File: config.mk
export PLATFORM = sky130hd
export DESIGN_NAME = i2c_msg_sequencer
export DESIGN_NICKNAME = d
export VERILOG_FILES = /design/src/rtl/i2c_msg_sequencer.sv
export SDC_FILE = /design/constraint.sdc
export NUM_CORES = 1
export LEC_CHECK = 0
export BUFFER_PORTS_ARGS = -buffer_cell sky130_fd_sc_hd__buf_4
export CAP_MARGIN = 20
export CORE_MARGIN = 2
export CORE_UTILIZATION = 52
export DETAILED_ROUTE_END_ITERATION = 8
export HOLD_SLACK_MARGIN = 0.02
export PLACE_DENSITY_LB_ADDON = 0.3
export SETUP_SLACK_MARGIN = 0.02
export SLEW_MARGIN = 10
export SYNTH_ARGS = -nofsm -noshare
export SYNTH_HDL_FRONTEND = slang
export SYNTH_SLANG_ARGS = --single-unit
File: constraint.sdc
create_clock -name clk -period 2.7 [get_ports clk]
set_input_delay 0.135 -clock clk [delete_from_list [all_inputs] [get_ports clk]]
set_output_delay 0.135 -clock clk [all_outputs]
set_load 0.01 [all_outputs]
File: src/rtl/i2c_msg_sequencer.sv
module i2c_msg_sequencer #(
  parameter int LEN_W = 8
) (
  input  logic             clk,
  input  logic             rst_n,
  input  logic             msg_valid,
  output logic             msg_ready,
  input  logic [9:0]       msg_addr,
  input  logic             msg_ten,
  input  logic             msg_rd,
  input  logic [LEN_W-1:0] msg_len,
  input  logic             msg_last,
  input  logic             wr_valid,
  output logic             wr_ready,
  input  logic [7:0]       wr_data,
  output logic             rd_valid,
  input  logic             rd_ready,
  output logic [7:0]       rd_data,
  input  logic             abort_req,
  input  logic             st_valid,
  output logic             st_ready,
  input  logic [7:0]       st_code,
  input  logic [7:0]       st_rxbyte,
  output logic             cmd_valid,
  output logic             cmd_start,
  output logic             cmd_stop,
  output logic             cmd_send,
  output logic             cmd_recv,
  output logic             cmd_ack,
  output logic [7:0]       cmd_byte,
  output logic             ctl_reset,
  output logic             done,
  output logic [1:0]       err
);

  typedef enum logic [2:0] {S_IDLE, S_WAIT, S_NEED_WR, S_PUSH, S_NEXT} state_t;

  localparam logic [7:0] ST_START   = 8'h08;
  localparam logic [7:0] ST_RESTART = 8'h10;
  localparam logic [7:0] ST_WA_ACK  = 8'h18;
  localparam logic [7:0] ST_WA_NAK  = 8'h20;
  localparam logic [7:0] ST_WD_ACK  = 8'h28;
  localparam logic [7:0] ST_WD_NAK  = 8'h30;
  localparam logic [7:0] ST_RA_ACK  = 8'h40;
  localparam logic [7:0] ST_RA_NAK  = 8'h48;
  localparam logic [7:0] ST_RD_ACK  = 8'h50;
  localparam logic [7:0] ST_RD_NAK  = 8'h58;
  localparam logic [7:0] ST_WA2_ACK = 8'hD0;
  localparam logic [7:0] ST_RA2_ACK = 8'hE0;

  localparam logic [1:0] E_NONE  = 2'd0;
  localparam logic [1:0] E_NODEV = 2'd1;
  localparam logic [1:0] E_IO    = 2'd2;
  localparam logic [1:0] E_ABORT = 2'd3;

  localparam logic [LEN_W-1:0] ONE = LEN_W'(1);

  state_t           state, n_state;
  logic [9:0]       m_addr;
  logic             m_ten, m_rd, m_last;
  logic [LEN_W-1:0] left, n_left;
  logic             sent, n_sent;
  logic             abort_p, n_abort;
  logic             fin, n_fin;
  logic [7:0]       rxbuf, n_rx;
  logic             ld;

  logic             c_start, c_stop, c_send, c_recv, c_ack, c_reset, c_done;
  logic [7:0]       c_byte;
  logic [1:0]       c_err;

  logic [7:0]       addr1, addr2;
  logic             wr_end;
  logic [1:0]       ok_code;

  assign addr1 = m_ten ? {5'b11110, m_addr[9:8], m_rd} : {m_addr[6:0], m_rd};
  assign addr2 = m_addr[7:0];
  assign wr_end = (left == '0) || (abort_p && sent);
  assign ok_code = abort_p ? E_ABORT : E_NONE;

  assign msg_ready = (state == S_IDLE && !st_valid) || state == S_NEXT;
  assign st_ready  = state == S_IDLE || state == S_WAIT;
  assign wr_ready  = state == S_NEED_WR;
  assign rd_valid  = state == S_PUSH;
  assign rd_data   = rxbuf;

  always_comb begin
    n_state = state;
    n_left  = left;
    n_sent  = sent;
    n_fin   = fin;
    n_rx    = rxbuf;
    n_abort = abort_p | (abort_req && state != S_IDLE);
    ld      = 1'b0;
    c_start = 1'b0;
    c_stop  = 1'b0;
    c_send  = 1'b0;
    c_recv  = 1'b0;
    c_ack   = 1'b0;
    c_byte  = 8'h00;
    c_reset = 1'b0;
    c_done  = 1'b0;
    c_err   = E_NONE;
    case (state)
      S_IDLE: begin
        if (st_valid) begin
          c_stop = 1'b1;
        end else if (msg_valid) begin
          ld      = 1'b1;
          n_sent  = 1'b0;
          n_abort = 1'b0;
          c_start = 1'b1;
          n_state = S_WAIT;
        end
      end
      S_WAIT: begin
        if (st_valid) begin
          case (st_code)
            ST_START, ST_RESTART: begin
              c_send = 1'b1;
              c_byte = addr1;
            end
            ST_WA_ACK, ST_WA2_ACK, ST_WD_ACK: begin
              if (st_code == ST_WA_ACK && m_ten) begin
                c_send = 1'b1;
                c_byte = addr2;
              end else if (!wr_end) begin
                n_state = S_NEED_WR;
              end else if (m_last || abort_p) begin
                c_stop  = 1'b1;
                c_done  = 1'b1;
                c_err   = ok_code;
                n_state = S_IDLE;
              end else begin
                c_start = 1'b1;
                n_state = S_NEXT;
              end
            end
            ST_RA_ACK, ST_RA2_ACK: begin
              if (st_code == ST_RA_ACK && m_ten) begin
                c_send = 1'b1;
                c_byte = addr2;
              end else if (left == '0) begin
                c_stop  = 1'b1;
                c_done  = 1'b1;
                c_err   = ok_code;
                n_state = S_IDLE;
              end else begin
                c_recv = 1'b1;
                c_ack  = !(left == ONE || abort_p);
              end
            end
            ST_RD_ACK: begin
              n_rx    = st_rxbyte;
              n_left  = left - ONE;
              n_fin   = 1'b0;
              n_state = S_PUSH;
            end
            ST_RD_NAK: begin
              n_rx    = st_rxbyte;
              n_fin   = 1'b1;
              n_state = S_PUSH;
            end
            ST_WA_NAK, ST_WD_NAK, ST_RA_NAK: begin
              c_stop  = 1'b1;
              c_done  = 1'b1;
              c_err   = E_NODEV;
              n_state = S_IDLE;
            end
            default: begin
              c_stop  = 1'b1;
              c_reset = 1'b1;
              c_done  = 1'b1;
              c_err   = E_IO;
              n_state = S_IDLE;
            end
          endcase
        end
      end
      S_NEED_WR: begin
        if (wr_valid) begin
          c_send  = 1'b1;
          c_byte  = wr_data;
          n_left  = left - ONE;
          n_sent  = 1'b1;
          n_state = S_WAIT;
        end
      end
      S_PUSH: begin
        if (rd_ready) begin
          if (fin) begin
            c_stop  = 1'b1;
            c_done  = 1'b1;
            c_err   = ok_code;
            n_state = S_IDLE;
          end else begin
            c_recv  = 1'b1;
            c_ack   = !(left == ONE || abort_p);
            n_state = S_WAIT;
          end
        end
      end
      S_NEXT: begin
        if (msg_valid) begin
          ld      = 1'b1;
          n_sent  = 1'b0;
          n_state = S_WAIT;
        end
      end
      default: n_state = S_IDLE;
    endcase
  end

  always_ff @(posedge clk) begin
    if (!rst_n) begin
      state     <= S_IDLE;
      m_addr    <= '0;
      m_ten     <= 1'b0;
      m_rd      <= 1'b0;
      m_last    <= 1'b0;
      left      <= '0;
      sent      <= 1'b0;
      abort_p   <= 1'b0;
      fin       <= 1'b0;
      rxbuf     <= '0;
      cmd_valid <= 1'b0;
      cmd_start <= 1'b0;
      cmd_stop  <= 1'b0;
      cmd_send  <= 1'b0;
      cmd_recv  <= 1'b0;
      cmd_ack   <= 1'b0;
      cmd_byte  <= '0;
      ctl_reset <= 1'b0;
      done      <= 1'b0;
      err       <= E_NONE;
    end else begin
      state   <= n_state;
      sent    <= n_sent;
      abort_p <= n_abort;
      fin     <= n_fin;
      rxbuf   <= n_rx;
      if (ld) begin
        m_addr <= msg_addr;
        m_ten  <= msg_ten;
        m_rd   <= msg_rd;
        m_last <= msg_last;
        left   <= msg_len;
      end else begin
        left <= n_left;
      end
      cmd_valid <= c_start | c_stop | c_send | c_recv;
      cmd_start <= c_start;
      cmd_stop  <= c_stop;
      cmd_send  <= c_send;
      cmd_recv  <= c_recv;
      cmd_ack   <= c_ack;
      cmd_byte  <= c_byte;
      ctl_reset <= c_reset;
      done      <= c_done;
      err       <= c_err;
    end
  end


  cmd_onehot_chk: assert property (@(posedge clk) disable iff (!rst_n)
    cmd_valid |-> $onehot({cmd_start, cmd_stop, cmd_send, cmd_recv}));


  done_pulse_chk: assert property (@(posedge clk) disable iff (!rst_n)
    done |=> !done);


  done_stop_chk: assert property (@(posedge clk) disable iff (!rst_n)
    done |-> cmd_stop);


  reset_err_chk: assert property (@(posedge clk) disable iff (!rst_n)
    ctl_reset |-> (done && err == E_IO));


  rd_hold_chk: assert property (@(posedge clk) disable iff (!rst_n)
    (rd_valid && !rd_ready) |=> (rd_valid && $stable(rd_data)));


  wr_take_chk: assert property (@(posedge clk) disable iff (!rst_n)
    (wr_valid && wr_ready) |=> (cmd_send && cmd_byte == $past(wr_data)));


  idle_stop_chk: assert property (@(posedge clk) disable iff (!rst_n)
    (state == S_IDLE && st_valid) |=> (cmd_stop && !done && !ctl_reset));


  start_chk: assert property (@(posedge clk) disable iff (!rst_n)
    (state == S_IDLE && msg_valid && msg_ready) |=> cmd_start);

endmodule

Word-level counts from Yosys, hierarchy flattened. Index checks and enable logic that the tools add are counted.

Muxes and demuxes: 86. Bitwise gates (word level): 4. Reduce and logical (&&, ||, !) cells: 31. $add $sub $neg: 1. Multiply operators: 0. Order comparisons: 0. Divide/modulo/power cells: 0. Equality and inequality tests: 28. Shift operators: 0.

Operator list (count): $mux W8 (9); $mux W1 (40); $eq A8 B7 Y1 const B (4); $pmux W8 S2 (2); $mux W3 (10); $eq A8 B6 Y1 const B (3); $pmux W8 S3 (1); $mux W2 (9); $eq A8 B5 Y1 const B (2); $eq A8 B8 Y1 const B (2); $pmux W3 S5 (1); $pmux W1 S2 (7); $ne A3 B3 Y1 const B (4); $pmux W1 S3 (4); $pmux W3 S4 (1); $reduce_and A3 Y1 (4); $reduce_or A12 Y1 (1); $reduce_bool A3 Y1 (3); $eq A8 B1 Y1 const B (1); $eq A8 B4 Y1 const B (1); $logic_not A8 Y1 (1); $ne A2 B2 Y1 const B (4); $pmux W2 S4 (1); $reduce_and A8 Y1 (1); other kinds (17) (34).

RAM bits: 0. Input port bits: 52. Bits in latches: 0. Memories kept: 0. Bits in registers: 53. ROM bits: 0. Logic and storage cells: 170.

Logic depth before layout (Yosys ltp). Gate-level depths: netlist of the first run.

Depth after elaboration: 10. Depth in mapped cells: 8. Depth with buffers taken out: 7.

Worst setup path before layout of the first run. OpenSTA, ideal clock, no wires.

Path type: reg2reg. From: reg left[0]. To: reg state[1]. Arrival: 1.853 ns. Setup time: 0.092 ns. Cell stages (with the launch flop): 8. Path buffers: 0. Setup slack: 0.755 ns. Cell sequence: dfxtp_1 -> inv_1 -> ha_1 -> nor3b_1 -> nand2_1 -> and4_1 -> or2_1 -> o32ai_1.

Longest elaborated chain between the ends: 7. Elaborated cells on any way between the ends: 9. Those cells by class: 1 x eq/ne; 5 x mux; 3 x reduce/logical.

RTL lines: start, declared (line 61) `logic [LEN_W-1:0] left, n_left;`; start signal, assigned (line 247) `left <= msg_len;`; start signal, assigned (line 249) `left <= n_left;`; $logic_not A8 Y1 * (line 78, 143); $logic_or A1 B1 Y1 (line 78) `assign wr_end = (left == '0) || (abort_p && sent);`; $mux W3 (line 127) `end else if (!wr_end) begin`; $mux W3 (line 124) `if (st_code == ST_WA_ACK && m_ten) begin`; $pmux W3 S4 (line 118) `case (st_code)`; $mux W3 (line 117) `if (st_valid) begin`; $pmux W3 S5 (line 104) `case (state)`; end signal, assigned (line 237) `state <= n_state;`; end, declared (line 58) `state_t state, n_state;`.

Mark *: on every way between the ends. The rest lies on a longest branch, timed or not. The select of a mux whose other input is x is not followed. A chain may end at the register's enable or synchronous reset.

Worst setup path in the final report of the first run.
From: reg state[0]. To: reg left[4].

Longest elaborated chain between the ends: 4. Elaborated cells on any way between the ends: 12. Those cells by class: 6 x eq/ne; 3 x mux; 3 x reduce/logical.

RTL lines (line): $eq A3 B3 Y1 or $logic_not A3 Y1 (tied branches) (104); $pmux W1 S2 (104); $ne A3 B2 Y1 (no line) (tied with other cells); $reduce_and A4 Y1 (no line).

Parallel ways exist; a longest one is shown, timed or not.

==> metrics.txt, run 1 <==
Layout Cells excl Fill=~500; Wirelength per Cell=approximately 14 µm; worst skew pair latency=0.31 ns; syn_nets=414; Critical Path Source Type=register; library cells used by synthesis=66; combinational power share=0.193; commonest cells in the synthesized netlist=nand2_1 (62), dfxtp_1 (53), a21boi_0 (26); pin count of the biggest net entering global routing=50; Max Cap Viol=0; RSZ-0062 raised after global routing=no; CTS Buf Count=5; flops & latches, synth=53; area fraction of the dominant cell type after synthesis=0.362; P_int=1280 µW; gr usage total=0.223; Area growth syn-to-layout=25.8%; Cell Area, Synth=0.00293 mm²; VDD IR max=0.000334 V; Synth Instances=360; hold-fix buffers at CTS=0; Post-DP HPWL=about 5100 µm; ANT nets after route=0; Final period util=0.800; crit path kind=reg2reg; Post-CTS Repair Setup Buffers=0; crit-path max FO=16; Die W=a little under 80 µm; grt ovf=0; first-pass GRT wire length=11200 µm; root buf cell=clkbuf_8; switching part of the total=0.266; final hold viol count=0; Yosys top cell by area=dfxtp_1; Detailed Routing Iterations Pass 1=5; synth top area cells=dfxtp_1 (36%), nand2_1 (7.9%), a21boi_0 (6.7%); clock sinks=53; nets=484; Worst Hold Class=in2reg; post-DR vias/cell=5.70; drt drc=0; most common cell in the netlist=nand2_1; routed vias=2869; Ys Warns=0; CTS tree=done; Pleak=roughly 0.0015 µW; number of gates resized after cts=0; WP data arrival=approximately 2.4 ns; fin crit period=2.16 ns; Clock Power Share=0.321; number of synthesized flops with an enable pin=0; die span in y=79.0 µm; global route hottest layer=met2; Post-synth ARST share=0; DRT iter0 DRCs=247; dpl cells=a little under 500; drt total wl=6980 µm; vias in the first global route=2502; status=complete, no violations; # H-tree levels=2; worst hold slack=~0.063 ns; Final GP Congestion=0.854; Flop pwr share=0.486; ratio of cells with drive above 1 in the final layout=0.255; number of cell rows=27; Setup Skew=0.00536 ns; Setup crit end kind=register; Max Root-Sink Buffers=2; Fmax achieved=463 MHz; Req. time, crit path=2.91 ns; die area=0.00625 mm²; GR Util met2=0.366; M3 GR Usage=0.0534; port buffer count=81; Core Area=0.00547 mm²; met1 GRT Util=0.291; initial antenna violation count=0; Switch Pwr=464 µW; starting density of the core=0.535; Pins Over Slew Limit=0; Worst-path clk slew=0.09 ns; register area share after synthesis=0.362; Worst slew margin=0.688; setup_tns=0 ns; endpoints failing setup=0; Ports=82; worst-margin pin slew=0.462 ns; Avg Cell Area, Syn=8.13 µm²; PwrDens=about 470 mW/mm²; Synth Flop Type=dfxtp_1; ANT cells=0; fin util=0.673
-- cell usage in the layout (no fill, tap or decap), types with 4 or more instances in the layout --
cell,netlist,layout
o21ai_0,14,14
nand2_1,62,62
clkbuf_8,0,6
a21boi_0,26,26
inv_1,10,10
o31ai_1,5,5
nor2_1,22,22
nor3b_1,6,6
nor2b_1,16,16
and3_1,4,4
and2_1,7,7
mux2i_1,11,11
or3_1,4,4
a31o_2,5,5
a21oi_1,18,18
nor3_1,4,4
dfxtp_1,53,53
nand3_1,4,4
buf_4,1,87
-- flip-flops by register name (all words and copies together) (netlist names), 2 cells and up --
name	cells
left	8
cmd_byte	8
rd_data	8
state	3
m_addr	10
err	2
-- layer usage --
metal | wire length, µm | part of all wire | vias up
met2 | 3230 | 0.46 | 109
met3 | 501 | 0.072 | 10
met5 | 0 | 0 | -
li1 | - | - | 1428
met4 | 96 | 0.014 | 0
met1 | 3150 | 0.45 | 1322
-- kinds of logic after synthesis --
family / Yosys count / share of synthesized area
compound gates: 100 / 0.246
xor+xnor: 4 / 0.0120
flops: 53 / 0.362
fa+ha+maj: 3 / 0.0120
simple gates: 154 / 0.276
buf+inv: 34 / 0.0500
mux: 12 / 0.0415
-- critical path: stages (launching register included) --
cell and delay, ns:
dfxtp_1 0.55, and4bb_1 0.39, nand4_1 0.24, o211ai_4 0.45, o21ai_0 0.16, a32o_1 0.28
-- final cells by class --
cell class	instances	area (µm²)
repair buffers	87	653
clock inverters	2	37.5
clock buffers	6	82.6
inverters	10	37.5
well taps	72	90.1
flip-flops and latches	53	1060
multi-input cells	273	1720
fillers	486	1790
-- metrics by stage --
step | total power, µW | instance area, µm² | worst slack, ns
global placement | 1190 | 3560 | 0.651
detailed placement | 1200 | 3560 | 0.613
CTS | 1750 | 3680 | 0.548
floorplan | 1070 | 2930 | 0.755
finish | 1740 | 3680 | 0.539
global route | 1820 | 3680 | 0.381
-- power groups by stage --
| stage | combinational [µW] | clock (µW) | sequential [µW] |
|---|---|---|---|
| 4_1_cts | 336 | 572 | 845 |
| 5_1_grt | 369 | 603 | 851 |
| 2_1_floorplan | 219 | 0 | 853 |
| 6_report | 337 | 560 | 846 |
| 3_5_place_dp | 334 | 0 | 864 |
| 3_3_place_gp | 326 | 0 | 862 |
-- worst paths after layout --
path / start / end / slack (ns) / depth (start not counted)
worst max-delay path: state[0] / left[4] / 0.54 / 5
worst max register to register: state[0] / left[4] / 0.54 / 5
worst min register to register: m_addr[0] / m_addr[0] / 0.48 / 2
worst min-delay path: wr_data[6] / cmd_byte[6] / 0.06 / 3
No activity file was read; power rests on OpenSTA's default activity.
==> run 2, diff against run 1 <==
==> constraint.sdc (replaced) <==
create_clock -name clk -period 2 [get_ports clk]
set_input_delay 0.1 -clock clk [delete_from_list [all_inputs] [get_ports clk]]
set_output_delay 0.1 -clock clk [all_outputs]
set_load 0.01 [all_outputs]
==> run 2 against run 1 <==
Sequential cell count stayed put. Final area is 1.4% higher. Power is 33% higher. Clock power is 25% higher. First-iteration DRC count is 12% lower. Utilization is 0.94 points higher. Sequential power is 34% higher. Clock-buffer cell count is 1 lower. Sequential share of layout area is 0.40 points lower. Highest routed layer unchanged.
==> metrics.txt, run 2 (synthesized netlist as in run 1, its figures left out) <==
crit path from=left[0]; Layout Cells excl Fill=510 (+1.4%); FF-to-FF Start=left[0]; ANT cells=0 (unchanged); Post-DP HPWL=5280 µm (+3.9%); # H-tree levels=2 (unchanged); final hold viol count=0 (unchanged); Flop pwr share=0.489 (+0.003); Setup Skew=0.00968 ns (+0.00432 ns); uppermost layer routed=met4; Ports=82 (unchanged); drt total wl=7030 µm (+0.69%); VDD IR max=0.000352 V (+5.2%); Worst-path clk slew=0.09 ns (about the same); ANT nets after route=0 (unchanged); most common cell after layout, fill and taps aside=buf_4; FF-to-FF path depth=8 (+3); setup_tns=0 ns (unchanged); gr usage total=0.229 (+0.00584); Worst slew margin=0.702 (+0.0133); Pleak=0.00158 µW (+2.6%); starting density of the core=0.535 (unchanged); critical-path cell with the highest stage delay=dfxtp_1; P_int=1700 µW (+33%); worst-margin pin slew=0.444 ns (-0.0182 ns); met2 WL=3360 µm (+4.1%); Detailed Routing Iterations Pass 1=6 (+1); Max Cap Viol=0 (unchanged); Met1 Wirelength=3070 µm (-2.5%); number of cell rows=27 (unchanged); DRT iter0 DRCs=218 (-12%); Final period util=0.934 (+0.134); Setup crit end kind=register; clock sinks=53 (unchanged); ratio of cells with drive above 1 in the final layout=0.272 (+0.0165); switching part of the total=0.267 (+0.000640); Switch Pwr=619 µW (+34%); WP data arrival=2.09 ns (-0.28 ns); Final Cell Area=0.00373 mm² (+1.4%); crit path kind=reg2reg; Area growth syn-to-layout=27.5%; worst hold slack=0.0308 ns (-0.0327 ns); dpl cell area=0.00362 mm² (+1.7%); RSZ-0062 raised after global routing=yes; final worst setup slack=0.132 ns (-0.407 ns); reg2reg end=state[1]; pin count of the biggest net entering global routing=50 (unchanged); status=complete, no violations; grt ovf=0 (unchanged); post-DR vias/cell=5.52 (-3.2%); CTS tree=done; Fmax achieved=535 MHz (+16%); endpoints failing setup=0 (unchanged); dpl cells=503 (+1.6%); nets=492 (+1.7%); initial antenna violation count=0 (unchanged); crit-path max FO=6 (-10); filler cell count in the final layout=466 (-4.1%); R2R Setup Slk=0.13 ns (-0.41 ns); Req. time, crit path=2.22 ns (-0.69 ns); Pins Over Slew Limit=0 (unchanged); Worst path max stage delay=0.34 ns (-0.21 ns); port buffer count=81 (unchanged); most frequent cells in the layout=buf_4 (95), nand2_1 (62), dfxtp_1 (53); Worst Hold Class=in2reg; Clock Power Share=0.303 (-0.018); combinational power share=0.209 (+0.016); first-pass GRT wire length=11600 µm (+3.5%); met3 WL=473 µm (-5.6%); fin crit period=1.87 ns (-0.293 ns); PwrDens=622 mW/mm² (+31%); routed vias=2817 (-1.8%); drt drc=0 (unchanged); die area=0.00625 mm² (unchanged); worst skew pair latency=0.31 ns (about the same); max reg flops=10 (unchanged); Core Area=0.00547 mm² (unchanged); CP endpoint=state[1]; CP Cell Sequence=inv_1 > ha_2 > nor3b_2 > buf_4 > nand2_1 > and4_1 > or2_1 > o32ai_1; Max Root-Sink Buffers=2 (unchanged); dpl ws=0.0193 ns (-0.594 ns); die span in y=79.0 µm (unchanged); Biggest register=m_addr; Final GP Congestion=0.905 (+6.0%); vias in the first global route=2639 (+5.5%); Critical Path Source Type=register; Die W=79.0 µm (unchanged); Wirelength per Cell=13.8 µm (-0.69%); root buf cell=clkbuf_8; CTS Buf Count=5 (unchanged)
==> run 2: per-layer routing <==
| layer | track usage | up-vias |
|---|---|---|
| met5 | 0 | - |
| met4 | 0.0638 | 0 |
| met3 | 0.0557 | 12 |
| met2 | 0.386 | 106 |
| met1 | 0.291 | 1260 |
| li1 | - | 1439 |
==> run 2: stage by stage <==
| stage | total power, µW | utilization |
|---|---|---|
| 2_1_floorplan | 1450 | - |
| 3_3_place_gp | 1630 | 0.662 |
| 3_5_place_dp | 1640 | 0.662 |
| 4_1_cts | 2340 | 0.681 |
| 5_1_grt | 2440 | 0.682 |
| 6_report | 2320 | 0.682 |
==> run 2: worst min path at each step <==
stage | start | endpoint | slack [ns] | depth (start not counted)
after CTS | wr_data[4] | cmd_byte[4] | 0.03 | 3
after global routing | wr_data[1] | cmd_byte[1] | 0.03 | 3
after floorplan | wr_data[0] | cmd_byte[0] | 0.24 | 2
after detailed placement | wr_data[1] | cmd_byte[1] | 0.36 | 3
final | wr_data[6] | cmd_byte[6] | 0.03 | 3
after global placement | st_rxbyte[7] | rd_data[7] | 0.35 | 3
==> run 2: cell type report <==
type	count	area, µm²	share of cell area
sequential	53	1060	0.284
tap	72	90.1	0.0241
multi-input combinational	273	1730	0.463
inverter	10	37.5	0.0101
timing repair buffer	95	713	0.191
clock buffer	5	68.8	0.0184
clock inverter	2	35.0	0.00938
==> run 2: worst max-delay path, delay by kind of cell, from the launching register on <==
| kind | cells | cell delay (ns) |
|---|---|---|
| buffers and inverters | 2 | 0.27 |
| AO/OA/AOI/OAI | 1 | 0.25 |
| flip-flops | 1 | 0.34 |
| AND/OR/NAND/NOR | 4 | 0.71 |
| adder cells (fa/ha/maj) | 1 | 0.20 |
==> run 2: power by group through the flow <==
stage	Combinational (µW)	Sequential, µW	Clock (µW)
final	484	1130	702
after global routing	540	1140	753
after CTS	479	1130	722
after detailed placement	477	1160	0
after global placement	470	1160	0
after floorplan	296	1150	0
==> run 2: repair_timing <==
item                                    4_1_cts  5_1_grt
setup buffers                                 0        0
gates resized for setup                       1        2
endpoints found under the setup margin        1        4
pin swaps                                     0        1
hold buffers                                  0        0
==> run 3, diff against run 2 <==
==> constraint.sdc (replaced) <==
create_clock -name clk -period 1.9 [get_ports clk]
set_input_delay 0.095 -clock clk [delete_from_list [all_inputs] [get_ports clk]]
set_output_delay 0.095 -clock clk [all_outputs]
set_load 0.01 [all_outputs]
==> run 3 against run 2 <==
Sequential power up 6%. Fmax is 4.1% higher. Clock skew decreased by 0.00099 ns. Largest power group unchanged. Worst hold slack got worse by 0.0017 ns.
==> metrics.txt, run 3 (synthesized netlist as in run 1, its figures left out) <==
crit path kind=reg2reg; Max Cap Viol=0 (unchanged); worst-margin pin slew=0.477 ns (+0.0337 ns); final hold viol count=0 (unchanged); dpl cells=511 (+1.6%); fin crit period=1.79 ns (-0.0737 ns); grt ovf=0 (unchanged); CTS tree=done; drt total wl=7590 µm (+8.1%); worst hold slack=0.0290 ns (-0.00173 ns); endpoints failing setup=0 (unchanged); drt drc=0 (unchanged); starting density of the core=0.535 (unchanged); ANT nets after route=0 (unchanged); first-pass GRT wire length=12200 µm (+4.5%); vias in the first global route=2693 (+2.0%); dpl ws=-0.0505 ns (-0.0699 ns); Die W=79.0 µm (unchanged); Worst-path clk slew=0.10 ns (about the same); port buffer count=81 (unchanged); Area growth syn-to-layout=31.3%; initial antenna violation count=0 (unchanged); dpl cell area=0.00369 mm² (+1.8%); Biggest register=m_addr; Fmax achieved=557 MHz (+4.1%); CTS Buf Count=5 (unchanged); most frequent cells in the layout=buf_4 (103), nand2_1 (62), dfxtp_1 (50); routed vias=2967 (+5.3%); max reg flops=10 (unchanged); ratio of cells with drive above 1 in the final layout=0.309 (+0.0370); Wirelength per Cell=14.6 µm (+6.2%); # H-tree levels=2 (unchanged); post-DR vias/cell=5.72 (+3.5%); gr usage total=0.240 (+0.0116); Post-DP HPWL=5570 µm (+5.5%); Setup Skew=0.00869 ns (-0.000993 ns); status=complete, no violations; worst skew pair latency=0.31 ns (about the same); Core Area=0.00547 mm² (unchanged); Worst Hold Class=in2reg; Pins Over Slew Limit=0 (unchanged); crit-path max FO=6 (unchanged); RSZ-0062 raised after global routing=yes; root buf cell=clkbuf_8; Ports=82 (unchanged); VDD IR max=0.000553 V (+57%); Final Cell Area=0.00384 mm² (+2.9%); Post-CTS Repair Setup Buffers=0 (unchanged); WP data arrival=1.98 ns (-0.11 ns); setup_tns=0 ns (unchanged); Pleak=0.00163 µW (+3.2%); clock sinks=53 (unchanged); Req. time, crit path=2.09 ns (-0.13 ns); nets=500 (+1.6%); Final GP Congestion=0.957 (+5.8%); number of cell rows=27 (unchanged); filler cell count in the final layout=466 (unchanged); Worst slew margin=0.679 (-0.0221); die area=0.00625 mm² (unchanged); most common cell after layout, fill and taps aside=buf_4; die span in y=79.0 µm (unchanged); Setup crit end kind=register; DRT iter0 DRCs=321 (+47%); PwrDens=664 mW/mm² (+6.8%); Layout Cells excl Fill=519 (+1.8%); Detailed Routing Iterations Pass 1=5 (-1); final worst setup slack=0.106 ns (-0.0263 ns); Critical Path Source Type=register; ANT cells=0 (unchanged); pin count of the biggest net entering global routing=50 (unchanged); Max Root-Sink Buffers=2 (unchanged); Final period util=0.944 (+0.0104)
==> run 3: cell types whose count changed in the layout (fill, tap and decap cells not counted), sizes merged <==
| cell | delta |
|---|---|
| buf | +8 |
| clkinv | -1 |
| inv | +2 |
==> run 3: worst paths after layout <==
path                                 start  cells past startpoint  slack, ns          end
worst min-delay path            wr_data[5]                      3       0.03  cmd_byte[5]
worst max-delay path               left[0]                      7       0.11    cmd_valid
worst max register to register     left[0]                      7       0.11    cmd_valid
worst min register to register   m_addr[9]                      2       0.48    m_addr[9]
==> run 3: final cells by class <==
cell class                      instances  area (µm²)  share of cell area
Tap cell                               72        90.1              0.0234
Sequential cell                        53        1060               0.277
Clock buffer                            5        68.8              0.0179
Multi-Input combinational cell        273        1760               0.458
Timing Repair Buffer                  103         773               0.201
Clock inverter                          3        47.5              0.0124
Inverter                               10        37.5             0.00977
==> run 3: metal layers <==
metal,vias up,wire (µm),global-route usage
met3,13,509,0.0455
met1,1383,3310,0.319
met2,120,3680,0.397
li1,1451,-,-
met4,0,93,0.0741
met5,-,0,0
==> run 3: timing repair <==
action / CTS / global route
hold buffers: 0 / 0
pin swaps: 0 / 2
endpoints found under the setup margin: 4 / 9
gates resized for setup: 2 / 12
==> run 3: power breakdown <==
group | total, µW | switching (µW) | leakage (µW) | internal [µW]
combinational | 556 | 280 | 0.00114 | 275
clock | 797 | 395 | 0.0000591 | 402
sequential | 1200 | 45.0 | 0.000431 | 1150
==> run 3: stage by stage <==
stage | power [µW] | utilization
floorplan | 1530 | -
global placement | 1730 | 0.674
detailed placement | 1750 | 0.674
CTS | 2550 | 0.697
global route | 2670 | 0.702
finish | 2550 | 0.702
==> run 3: worst max-delay path, cell delays in order (launching register included) <==
cell and delay [ns]:
dfxtp_2 0.35, inv_2 0.07, ha_2 0.18, nor3b_4 0.31, a21bo_2 0.19, o22ai_1 0.08
a221oi_1 0.36, nand4b_1 0.13
